==> config.mk <==
export PLATFORM = sky130hd
export DESIGN_NAME = flashmap_ctl
export DESIGN_NICKNAME = d
export VERILOG_FILES = /design/src/rtl/flashmap_ctl.sv
export SDC_FILE = /design/constraint.sdc
export NUM_CORES = 1
export LEC_CHECK = 0
export ABC_AREA = 1
export BUFFER_PORTS_ARGS = -buffer_cell sky130_fd_sc_hd__buf_2
export CAP_MARGIN = 0
export CORE_MARGIN = 3
export CORE_UTILIZATION = 27
export DETAILED_ROUTE_END_ITERATION = 10
export PLACE_DENSITY = 0.79
export RECOVER_POWER = 25
export SYNTH_ARGS = -nofsm -noshare
export SYNTH_HDL_FRONTEND = slang
export SYNTH_SLANG_ARGS = --single-unit
==> constraint.sdc <==
create_clock -name clk -period 0.9 [get_ports clk]
set_clock_uncertainty 0.1 [all_clocks]
set_input_delay 0.09 -clock clk [delete_from_list [all_inputs] [get_ports clk]]
set_output_delay 0.09 -clock clk [all_outputs]
set_load 0.005 [all_outputs]
==> src/rtl/flashmap_ctl.sv <==
module flashmap_ctl #(
  parameter int LADDR_W = 16,
  parameter int GADDR_W = 23,
  parameter logic [GADDR_W-LADDR_W-1:0] FLASH_PG = 7'h7F,
  parameter logic [GADDR_W-LADDR_W-1:0] EXT_PG   = 7'h14
) (
  input  logic               clk,
  input  logic               rst_n,
  input  logic [1:0]         mode,
  input  logic               erom_ld,
  input  logic               erom_ld_val,
  input  logic               reg_wr,
  input  logic [7:0]         reg_wdata,
  input  logic [7:0]         ext_rdata,
  output logic [7:0]         reg_rdata,
  output logic               ext_wr,
  input  logic [LADDR_W-1:0] cpu_addr,
  output logic [GADDR_W-1:0] glb_addr,
  output logic               ext_acc
);
  localparam int PG_W = GADDR_W - LADDR_W;

  logic erom_en, hi_only, flash_en;
  logic hi_done, fl_done;
  logic is_emu, is_spec, in_win;

  assign is_emu  = (mode == 2'b01);
  assign is_spec = mode[1];

  always_ff @(posedge clk or negedge rst_n) begin
    if (!rst_n) begin
      erom_en <= 1'b0;
    end else if (erom_ld) begin
      erom_en <= erom_ld_val;
    end
  end

  always_ff @(posedge clk or negedge rst_n) begin
    if (!rst_n) begin
      hi_only <= 1'b0;
      hi_done <= 1'b0;
    end else if (reg_wr) begin
      if (is_spec || !hi_done) hi_only <= reg_wdata[1];
      hi_done <= 1'b1;
    end
  end

  always_ff @(posedge clk or negedge rst_n) begin
    if (!rst_n) begin
      flash_en <= 1'b0;
      fl_done  <= 1'b0;
    end else if (reg_wr) begin
      if (is_spec || !fl_done) flash_en <= reg_wdata[0];
      fl_done <= 1'b1;
    end
  end

  assign reg_rdata = is_emu ? ext_rdata : {5'b0, erom_en, hi_only, flash_en};
  assign ext_wr    = reg_wr && is_emu;

  assign in_win = (cpu_addr[LADDR_W-1:LADDR_W-2] == 2'b01);

  logic [PG_W-1:0] page;
  assign page     = (in_win && hi_only) ? EXT_PG : FLASH_PG;
  assign glb_addr = {page, cpu_addr};
  assign ext_acc  = in_win && (hi_only || !flash_en);
endmodule


==> results of run 1 <==
critical path: cells and delay by family, from the launching register on:
kind | cells | cell delay, ns
AND/OR/NAND/NOR | 1 | 0.08
flip-flops | 1 | 0.36
buffers and inverters | 2 | 0.25
logic make-up after synthesis:
kind of cell | Yosys count | synth area share [%]
AO/OA/AOI/OAI | 2 | 2.31
buffers and inverters | 31 | 46.0
flip-flops | 4 | 23.1
other | 1 | 0.866
AND/OR/NAND/NOR | 28 | 27.7
metrics by stage:
stage               area (µm²)  hold slack (ns)
floorplan                  437           -0.306
global placement           473           -0.202
detailed placement         473           -0.198
CTS                        567          0.00428
global route               569           0.0506
finish                     569           0.0124
Yosys cell counts:
library cell	count
buf_4	22
nand2_1	13
inv_1	8
nand3_1	6
nor2_1	6
dfrtp_1	4
nand2_2	2
o21ai_0	2
conb_1	1
inv_2	1
or2_1	1
state kept, by name, indices dropped and copies added (netlist names):
register and flops:
hi_only 1, hi_done 1, flash_en 1, erom_en 1
path summary, 6_finish.rpt:
path                                      from                  end
min in group asynchronous                rst_n  erom_en$_DFFE_PN0P_
min                               reg_wdata[1]  hi_only$_DFFE_PN0P_
max in group asynchronous                rst_n  hi_only$_DFFE_PN0P_
max                        hi_only$_DFFE_PN0P_         glb_addr[19]
max reg2reg                hi_only$_DFFE_PN0P_  hi_only$_DFFE_PN0P_
min reg2reg                hi_done$_DFFE_PN0P_  hi_done$_DFFE_PN0P_
final cells by class:
| type | instances | area [µm²] | area share [%] |
|---|---|---|---|
| clock buffers | 3 | 22.5 | 3.96 |
| inverters | 9 | 33.8 | 5.93 |
| multi-input cells | 32 | 145 | 25.5 |
| flip-flops and latches | 4 | 100 | 17.6 |
| well taps | 15 | 18.8 | 3.30 |
| repair buffers | 43 | 249 | 43.7 |
power by group through the flow:
| stage | Clock [mW] | Sequential (mW) | Combinational (mW) |
|---|---|---|---|
| finish | 0.213 | 0.208 | 0.204 |
| global route | 0.237 | 0.210 | 0.235 |
| global placement | 0 | 0.211 | 0.164 |
| floorplan | 0 | 0.207 | 0.142 |
| CTS | 0.228 | 0.208 | 0.206 |
| detailed placement | 0 | 0.211 | 0.167 |
layer usage:
layer  GRT usage [%]  share of wire (%)  wire (µm)
met4            6.82               0.95          9
met1            8.25                 31        297
met5               0                  0          0
met2            15.7                 47        441
met3            3.95                 21        196
what timing repair did:
action                                 CTS  global route
endpoints found under the hold margin    6             0
buffers inserted                         3             0
resized for setup                        2             1
hold buffers                             4             0
pin swaps                                3             2
setup endpoints to repair                9            10
==> key figures, run 1 <==
Run status
  – Outcome: finished with violations
  – Failing checks: negative setup slack

STA
  – Endpoints failing setup: 9
  – Final min period: 1.11 ns
  – RSZ-0062 raised after global routing: true
  – Setup_tns: -1.58 ns
  – Max-slew violation count: 0
  – Fmax: 904 MHz
  – Final Hold Fails: 0
  – Worst setup margin: -0.207 ns
  – Period utilization: 123%

Clock network
  – Total CTS buffers: 3
  – CTS tree: done
  – Worst skew pair latency: 0.23 ns
  – Clock transition at path regs: 0.03 ns
  – CTS root buf: clkbuf_4
  – H-tree Lvls: 1
  – Clock sink total: 4
  – CTS Buffer Depth: 2

Power and ir drop
  – Internal power: 0.460 mW
  – Clock power share: 34.1%
  – Switching Fraction: 26.4%
  – Comb power frac: 32.7%
  – Sequential power share: 33.2%
  – Peak VDD IR: 585 µV
  – Lkg Pwr: 0.364 nW
  – P_sw: 0.165 mW
  – Post-route total power: 0.625 mW
  – Pwr Density: 1100 nW/µm²

Route
  – Residual DRC: 0
  – Final wirelength: 945 µm
  – Routed vias/inst: 4.06
  – Pre-antenna DRT Iters: 2
  – Post-DRT Antenna Nets: 0
  – Initial DRC count: 1
  – Vias: 430
  – Routed len/inst: 8.92 µm

Critical path
  – Setup slack, reg-to-reg: 0.07 ns
  – Endpoint type of the worst setup path: primary output
  – CP max-delay cell: dfrtp_1
  – Worst Reg-to-Reg Cells: 3
  – Worst path max stage delay: 0.36 ns
  – Crit Path Max Fanout: 5
  – Crit path cell chain: nand3_2, buf_6, buf_2
  – CP Class: reg -> out
  – WP data arrival: 0.92 ns
  – Required @ worst endpoint: 0.71 ns
  – Crit path launch type: flop

Placed design
  – I/O Buffers: 35
  – Pre-CTS setup slack: -0.0125 ns
  – Placed cell count: 96
  – RD Place Congestion: 0.597
  – Detailed Place HPWL: 794 µm

Yosys
  – Syn Std Cell Area: 433 µm²
  – Synth warn: 0
  – Post-synthesis cell count: 66
  – Synthesized area per cell: 6.56 µm²
  – Flops & latches, synth: 4
  – Seq/Total Area, Yosys: 23.1%
  – Distinct cells, synth: 11
  – Area contributors post-synth: buf_4 38%, dfrtp_1 23%, nand2_1 11%, nand3_1 6.9%, inv_1 6.9%
  – Cell taking the most area after synthesis: buf_4
  – Share of the synthesized area in the top cell type: 38.2%

Cells and area
  – Post-layout util: 40.7%
  – Nets: 132
  – Synthesis-to-finish area growth: 31.5%
  – Antenna Cells: 0
  – Ratio of cells with drive above 1 in the final layout: 51.6%
  – # fillers: 163
  – Commonest non-fill, non-tap cell in the layout: buf_2
  – Non-Filler Instances: 106
  – Most frequent cells in the layout: 35 x buf_2, 12 x nand2_1, 8 x inv_1

Die
  – Io pins: 72
  – Core Region: 1400 µm²
  – Num rows: 13
  – Die height: 46.0 µm
  – Die width: 46.0 µm
  – Starting Density: 30.9%
  – Die area: 2120 µm²

Global routing
  – Total GRT Usage: 9.11%
  – First-pass GRT wire length: 1.39 mm
  – Vias in the first global route: 380
  – Initial antenna violation count: 0
  – Largest net degree at the start of global routing: 10
  – Global route overflow: 0

Min path
  – HP Class: in -> reg
  – Hold Path Depth: 3

Flow run
  – MaxCap Viol Count: 0
Note: power is estimated with default switching activity, not from simulation.
==> inputs of run 2 (changes only) <==
SETUP_SLACK_MARGIN = 0.3   (was not set)
==> key figures, run 2 (synthesis gave the netlist of run 1 again) <==
Placed design
  – Area after DPL: 470 µm² (was 473 µm²)
  – I/O Buffers: 35 (unchanged)
  – Detailed Place HPWL: 823 µm (was 794 µm)
  – Placed cell count: 95 (was 96)
  – RD Place Congestion: 0.605 (was 0.597)

Cells and area
  – Synthesis-to-finish area growth: 41.6% (was 31.5%)
  – Ratio of cells with drive above 1 in the final layout: 59.1% (was 51.6%)
  – Final Cell Area: 613 µm² (was 569 µm²)
  – Most frequent cells in the layout: 33 x buf_2, 11 x nand2_1, 8 x inv_1 (was 35 x buf_2, 12 x nand2_1, 8 x inv_1)
  – Commonest non-fill, non-tap cell in the layout: buf_2 (unchanged)
  – Nets: 129 (was 132)
  – Non-Filler Instances: 103 (was 106)
  – Antenna Cells: 0 (unchanged)

STA
  – Max-slew violation count: 0 (unchanged)
  – Endpoints failing setup: 9 (unchanged)
  – WHS: -0.0549 ns (was 0.0124 ns)
  – Fmax: 904 MHz (about the same)
  – RSZ-0062 raised after global routing: true (unchanged)
  – Final min period: 1.11 ns (about the same)
  – Final Hold Fails: 2 (was 0)
  – Period utilization: 123% (about the same)
  – Worst setup margin: -0.206 ns (was -0.207 ns)

Clock network
  – CTS root buf: clkbuf_4 (unchanged)
  – Total CTS buffers: 3 (unchanged)
  – Clock transition at path regs: 0.04 ns (was 0.03 ns)
  – H-tree Lvls: 1 (unchanged)
  – CTS Buffer Depth: 2 (unchanged)
  – Clock sink total: 4 (unchanged)
  – CTS Hold Bufs: 1 (was 4)
  – CTS tree: done (unchanged)
  – Worst skew pair latency: 0.23 ns (about the same)

Power and ir drop
  – Pwr Density: 1070 nW/µm² (was 1100 nW/µm²)
  – Peak VDD IR: 440 µV (was 585 µV)
  – Lkg Pwr: 0.361 nW (was 0.364 nW)

Route
  – Pre-antenna DRT Iters: 2 (unchanged)
  – Residual DRC: 0 (unchanged)
  – Routed len/inst: 10.2 µm (was 8.92 µm)
  – Initial DRC count: 1 (unchanged)
  – Final wirelength: 1.05 mm (was 945 µm)
  – WL met1: 368 µm (was 297 µm)
  – Routed vias/inst: 4.15 (was 4.06)
  – Routed wl met3: 182 µm (was 196 µm)
  – Routed length on met2: 492 µm (was 441 µm)
  – Vias: 427 (was 430)
  – Post-DRT Antenna Nets: 0 (unchanged)
  – Highest routed layer: met4 (unchanged)

Die
  – Die width: 46.0 µm (unchanged)
  – Die area: 2120 µm² (unchanged)
  – Die height: 46.0 µm (unchanged)
  – Num rows: 13 (unchanged)
  – Core Region: 1400 µm² (unchanged)
  – Starting Density: 30.9% (unchanged)
  – Io pins: 72 (unchanged)

Critical path
  – Crit Path Max Fanout: 6 (was 5)
  – Required @ worst endpoint: 0.71 ns (about the same)
  – WP data arrival: 0.92 ns (about the same)
  – Crit path launch type: flop (unchanged)
  – Endpoint type of the worst setup path: primary output (unchanged)
  – Setup slack, reg-to-reg: 0.06 ns (was 0.07 ns)
  – CP Class: reg -> out (unchanged)

Global routing
  – Global route overflow: 0 (unchanged)
  – Initial antenna violation count: 0 (unchanged)
  – Vias in the first global route: 352 (was 380)
  – First-pass GRT wire length: 1.32 mm (was 1.39 mm)
  – Total GRT Usage: 9.33% (was 9.11%)
  – Largest net degree at the start of global routing: 7 (was 10)

Run status
  – Failing checks: negative hold slack, negative setup slack (was negative setup slack)
  – Outcome: finished with violations (unchanged)

Min path
  – HP Class: in -> reg (unchanged)

Flow run
  – MaxCap Viol Count: 0 (unchanged)
==> run 2: cell types whose count changed in the layout (fill, tap and decap cells not counted) <==
cell           delta
buf_2             -2
buf_8             +1
clkinv_8          +1
dlygate4sd3_1     -3
inv_2             -1
nand2_1           -1
nand2_8           +2
nor2_1            -4
nor2_2            +2
nor2_4            +2
o21ai_0           -2
o21ai_1           +2
==> run 2: per-layer routing <==
metal / up-vias / track usage (%)
li1: 220 / -
met1: 173 / 7.51
met2: 32 / 16.2
met3: 2 / 4.74
met4: 0 / 7.95
met5: - / 0
==> run 2: power by group <==
group | internal, mW | switching [mW] | total, mW
Clock | 0.149 | 0.0679 | 0.217
Sequential | 0.197 | 0.0113 | 0.208
Combinational | 0.120 | 0.111 | 0.231
Total | 0.465 | 0.191 | 0.656
==> run 2: repair_timing <==
action	4_1_cts	5_1_grt
gates resized for setup	10	11
setup buffers	2	1
pin swaps	5	3
cloned	1	0
endpoints found under the setup margin	19	19
hold endpoints to repair	7	1
==> run 2: through the flow <==
step	total power, mW	utilization [%]	worst slack [ns]	setup TNS, ns
after detailed placement	0.378	33.6	-0.0143	-0.0143
final	0.656	43.8	-0.206	-1.26
after floorplan	0.351	-	0.0782	0
after CTS	0.643	39.8	-0.236	-1.45
after global routing	0.711	43.8	-0.290	-1.81
after global placement	0.374	33.6	0.0145	0
==> run 2: cell type report <==
cell class                      count  area [µm²]
Inverter                            9        46.3
Clock buffer                        3        22.5
Fill cell                         151         786
Multi-Input combinational cell     33         201
Timing Repair Buffer               39         224
Tap cell                           15        18.8
Sequential cell                     4         100
==> run 2: critical path, stage by stage, from the launching register on <==
cell and delay (ns):
dfrtp_1 0.36, nand3_2 0.11, o21ai_1 0.09, buf_2 0.12
==> run 2: worst paths after layout <==
path | startpoint | to | cells past startpoint
worst max-delay path | hi_only$_DFFE_PN0P_ | ext_acc | 3
worst min-delay path | erom_ld | erom_en$_DFFE_PN0P_ | 2
worst max register to register | hi_done$_DFFE_PN0P_ | hi_only$_DFFE_PN0P_ | 4
worst min register to register | hi_done$_DFFE_PN0P_ | hi_done$_DFFE_PN0P_ | 1
max in group asynchronous | rst_n | flash_en$_DFFE_PN0P_ | 2
min in group asynchronous | rst_n | erom_en$_DFFE_PN0P_ | 2
==> inputs of run 3 (changes only) <==
REMOVE_ABC_BUFFERS = 1   (was not set)
SETUP_SLACK_MARGIN = 0.05   (was 0.3)
==> key figures, run 3 (synthesis gave the netlist of run 1 again) <==
Run status
  – Outcome: finished with violations (unchanged)
  – Failing checks: negative setup slack (was negative hold slack, negative setup slack)

Flow run
  – MaxCap Viol Count: 0 (unchanged)

STA
  – Period utilization: 126% (was 123%)
  – Fmax: 882 MHz (was 904 MHz)
  – Endpoints failing setup: 9 (unchanged)
  – Final Hold Fails: 0 (was 2)
  – Final min period: 1.13 ns (was 1.11 ns)
  – WHS: 0.0293 ns (was -0.0549 ns)
  – RSZ-0062 raised after global routing: true (unchanged)
  – Worst setup margin: -0.234 ns (was -0.206 ns)
  – Max-slew violation count: 0 (unchanged)

Global routing
  – Initial antenna violation count: 0 (unchanged)
  – Vias in the first global route: 410 (was 352)
  – Largest net degree at the start of global routing: 10 (was 7)
  – First-pass GRT wire length: 1.70 mm (was 1.32 mm)
  – Total GRT Usage: 11.8% (was 9.33%)
  – Global route overflow: 0 (unchanged)

Power and ir drop
  – Clock power share: 34.7% (was 33.0%)
  – Comb power frac: 32.9% (was 35.3%)
  – Sequential power share: 32.4% (was 31.7%)
  – Lkg Pwr: 0.365 nW (was 0.361 nW)
  – Peak VDD IR: 607 µV (was 440 µV)
  – Pwr Density: 1110 nW/µm² (was 1070 nW/µm²)
  – Post-route total power: 0.648 mW (was 0.656 mW)
  – Internal power: 0.465 mW (about the same)
  – P_sw: 0.183 mW (was 0.191 mW)
  – Switching Fraction: 28.2% (was 29.1%)

Route
  – Residual DRC: 0 (unchanged)
  – Initial DRC count: 2 (was 1)
  – Routed len/inst: 11.7 µm (was 10.2 µm)
  – Final wirelength: 1.22 mm (was 1.05 mm)
  – Post-DRT Antenna Nets: 0 (unchanged)
  – Vias: 469 (was 427)
  – Pre-antenna DRT Iters: 2 (unchanged)
  – Routed vias/inst: 4.51 (was 4.15)

Clock network
  – CTS tree: done (unchanged)
  – Worst skew pair latency: 0.24 ns (was 0.23 ns)
  – Clock sink total: 4 (unchanged)
  – CTS Buffer Depth: 2 (unchanged)
  – Clock transition at path regs: 0.04 ns (about the same)
  – CTS root buf: clkbuf_4 (unchanged)
  – H-tree Lvls: 1 (unchanged)
  – Total CTS buffers: 3 (unchanged)

Critical path
  – CP Launch Point: hi_only$_DFFE_PN0P_ (unchanged)
  – Crit Path Max Fanout: 5 (was 6)
  – CP Class: reg -> out (unchanged)
  – Endpoint type of the worst setup path: primary output (unchanged)
  – Crit path launch type: flop (unchanged)
  – Critical R2R Launch: hi_only$_DFFE_PN0P_ (was hi_done$_DFFE_PN0P_)
  – WP data arrival: 0.94 ns (was 0.92 ns)
  – Required @ worst endpoint: 0.71 ns (about the same)

Cells and area
  – # fillers: 152 (was 151)
  – Ratio of cells with drive above 1 in the final layout: 50.6% (was 59.1%)
  – Final Cell Area: 582 µm² (was 613 µm²)
  – Commonest non-fill, non-tap cell in the layout: buf_2 (unchanged)
  – Antenna Cells: 0 (unchanged)
  – Synthesis-to-finish area growth: 34.4% (was 41.6%)
  – Nets: 130 (was 129)
  – Most frequent cells in the layout: 32 x buf_2, 11 x nand2_1, 8 x inv_1 (was 33 x buf_2, 11 x nand2_1, 8 x inv_1)

Die
  – Die height: 46.0 µm (unchanged)
  – Die width: 46.0 µm (unchanged)
  – Num rows: 13 (unchanged)
  – Die area: 2120 µm² (unchanged)
  – Starting Density: 30.9% (unchanged)
  – Core Region: 1400 µm² (unchanged)
  – Io pins: 72 (unchanged)

Placed design
  – Area after DPL: 473 µm² (was 470 µm²)
  – I/O Buffers: 35 (unchanged)
  – Detailed Place HPWL: 947 µm (was 823 µm)
  – RD Place Congestion: 0.640 (was 0.605)

Min path
  – Min-delay src: reg_wr (was erom_ld)
  – HP Class: in -> reg (unchanged)
==> run 3: cell type report <==
cell class / count / area [µm²] / share of cell area, %
repair buffers: 41 / 251 / 43.2
multi-input cells: 32 / 153 / 26.2
flip-flops and latches: 4 / 100 / 17.2
inverters: 9 / 36.3 / 6.24
clock buffers: 3 / 22.5 / 3.87
well taps: 15 / 18.8 / 3.23
==> run 3: stage by stage <==
step	setup TNS, ns	util [%]	std cells	setup slack (ns)
final	-1.77	41.6	104	-0.234
after global placement	-0.0877	33.8	96	-0.0179
after CTS	-1.89	41.3	106	-0.249
after detailed placement	-0.152	33.8	96	-0.0319
after global routing	-2.28	41.6	104	-0.300
after floorplan	-0.0695	-	45	-0.0695
==> run 3: layer usage <==
metal,track usage [%],part of all wire [%],up-vias
met4,8.52,0.90,0
met5,0,0,-
met2,15.4,39,57
met3,10.3,27,2
li1,-,-,219
met1,11.9,33,191
==> run 3: worst paths after layout <==
kind / endpoint / slack [ns] / depth (start not counted)
worst max-delay path: glb_addr[22] / -0.23 / 3
worst min-delay path: hi_done$_DFFE_PN0P_ / 0.03 / 2
worst max register to register: hi_only$_DFFE_PN0P_ / 0.06 / 3
worst min register to register: hi_done$_DFFE_PN0P_ / 0.39 / 1
max in group asynchronous: hi_only$_DFFE_PN0P_ / 0.49 / 2
min in group asynchronous: hi_done$_DFFE_PN0P_ / 0.09 / 2
==> run 3: power by group through the flow <==
| stage | registers (mW) | logic, mW | clock network (mW) |
|---|---|---|---|
| 2_1_floorplan | 0.207 | 0.0656 | 0 |
| 3_3_place_gp | 0.212 | 0.164 | 0 |
| 3_5_place_dp | 0.212 | 0.168 | 0 |
| 4_1_cts | 0.209 | 0.210 | 0.235 |
| 5_1_grt | 0.212 | 0.242 | 0.245 |
| 6_report | 0.210 | 0.213 | 0.225 |
==> run 3: worst max-delay path, stage by stage (launching register included) <==
cell and delay [ns]:
dfrtp_1 0.38, nand3_2 0.09, buf_6 0.13, buf_2 0.12
==> run 3: what timing repair did <==
action	in CTS	in global routing
gates resized for setup	4	4
setup buffers	2	0
setup endpoints to repair	9	18
endpoints found under the hold margin	7	0
hold buffers	5	0
pin swaps	2	1
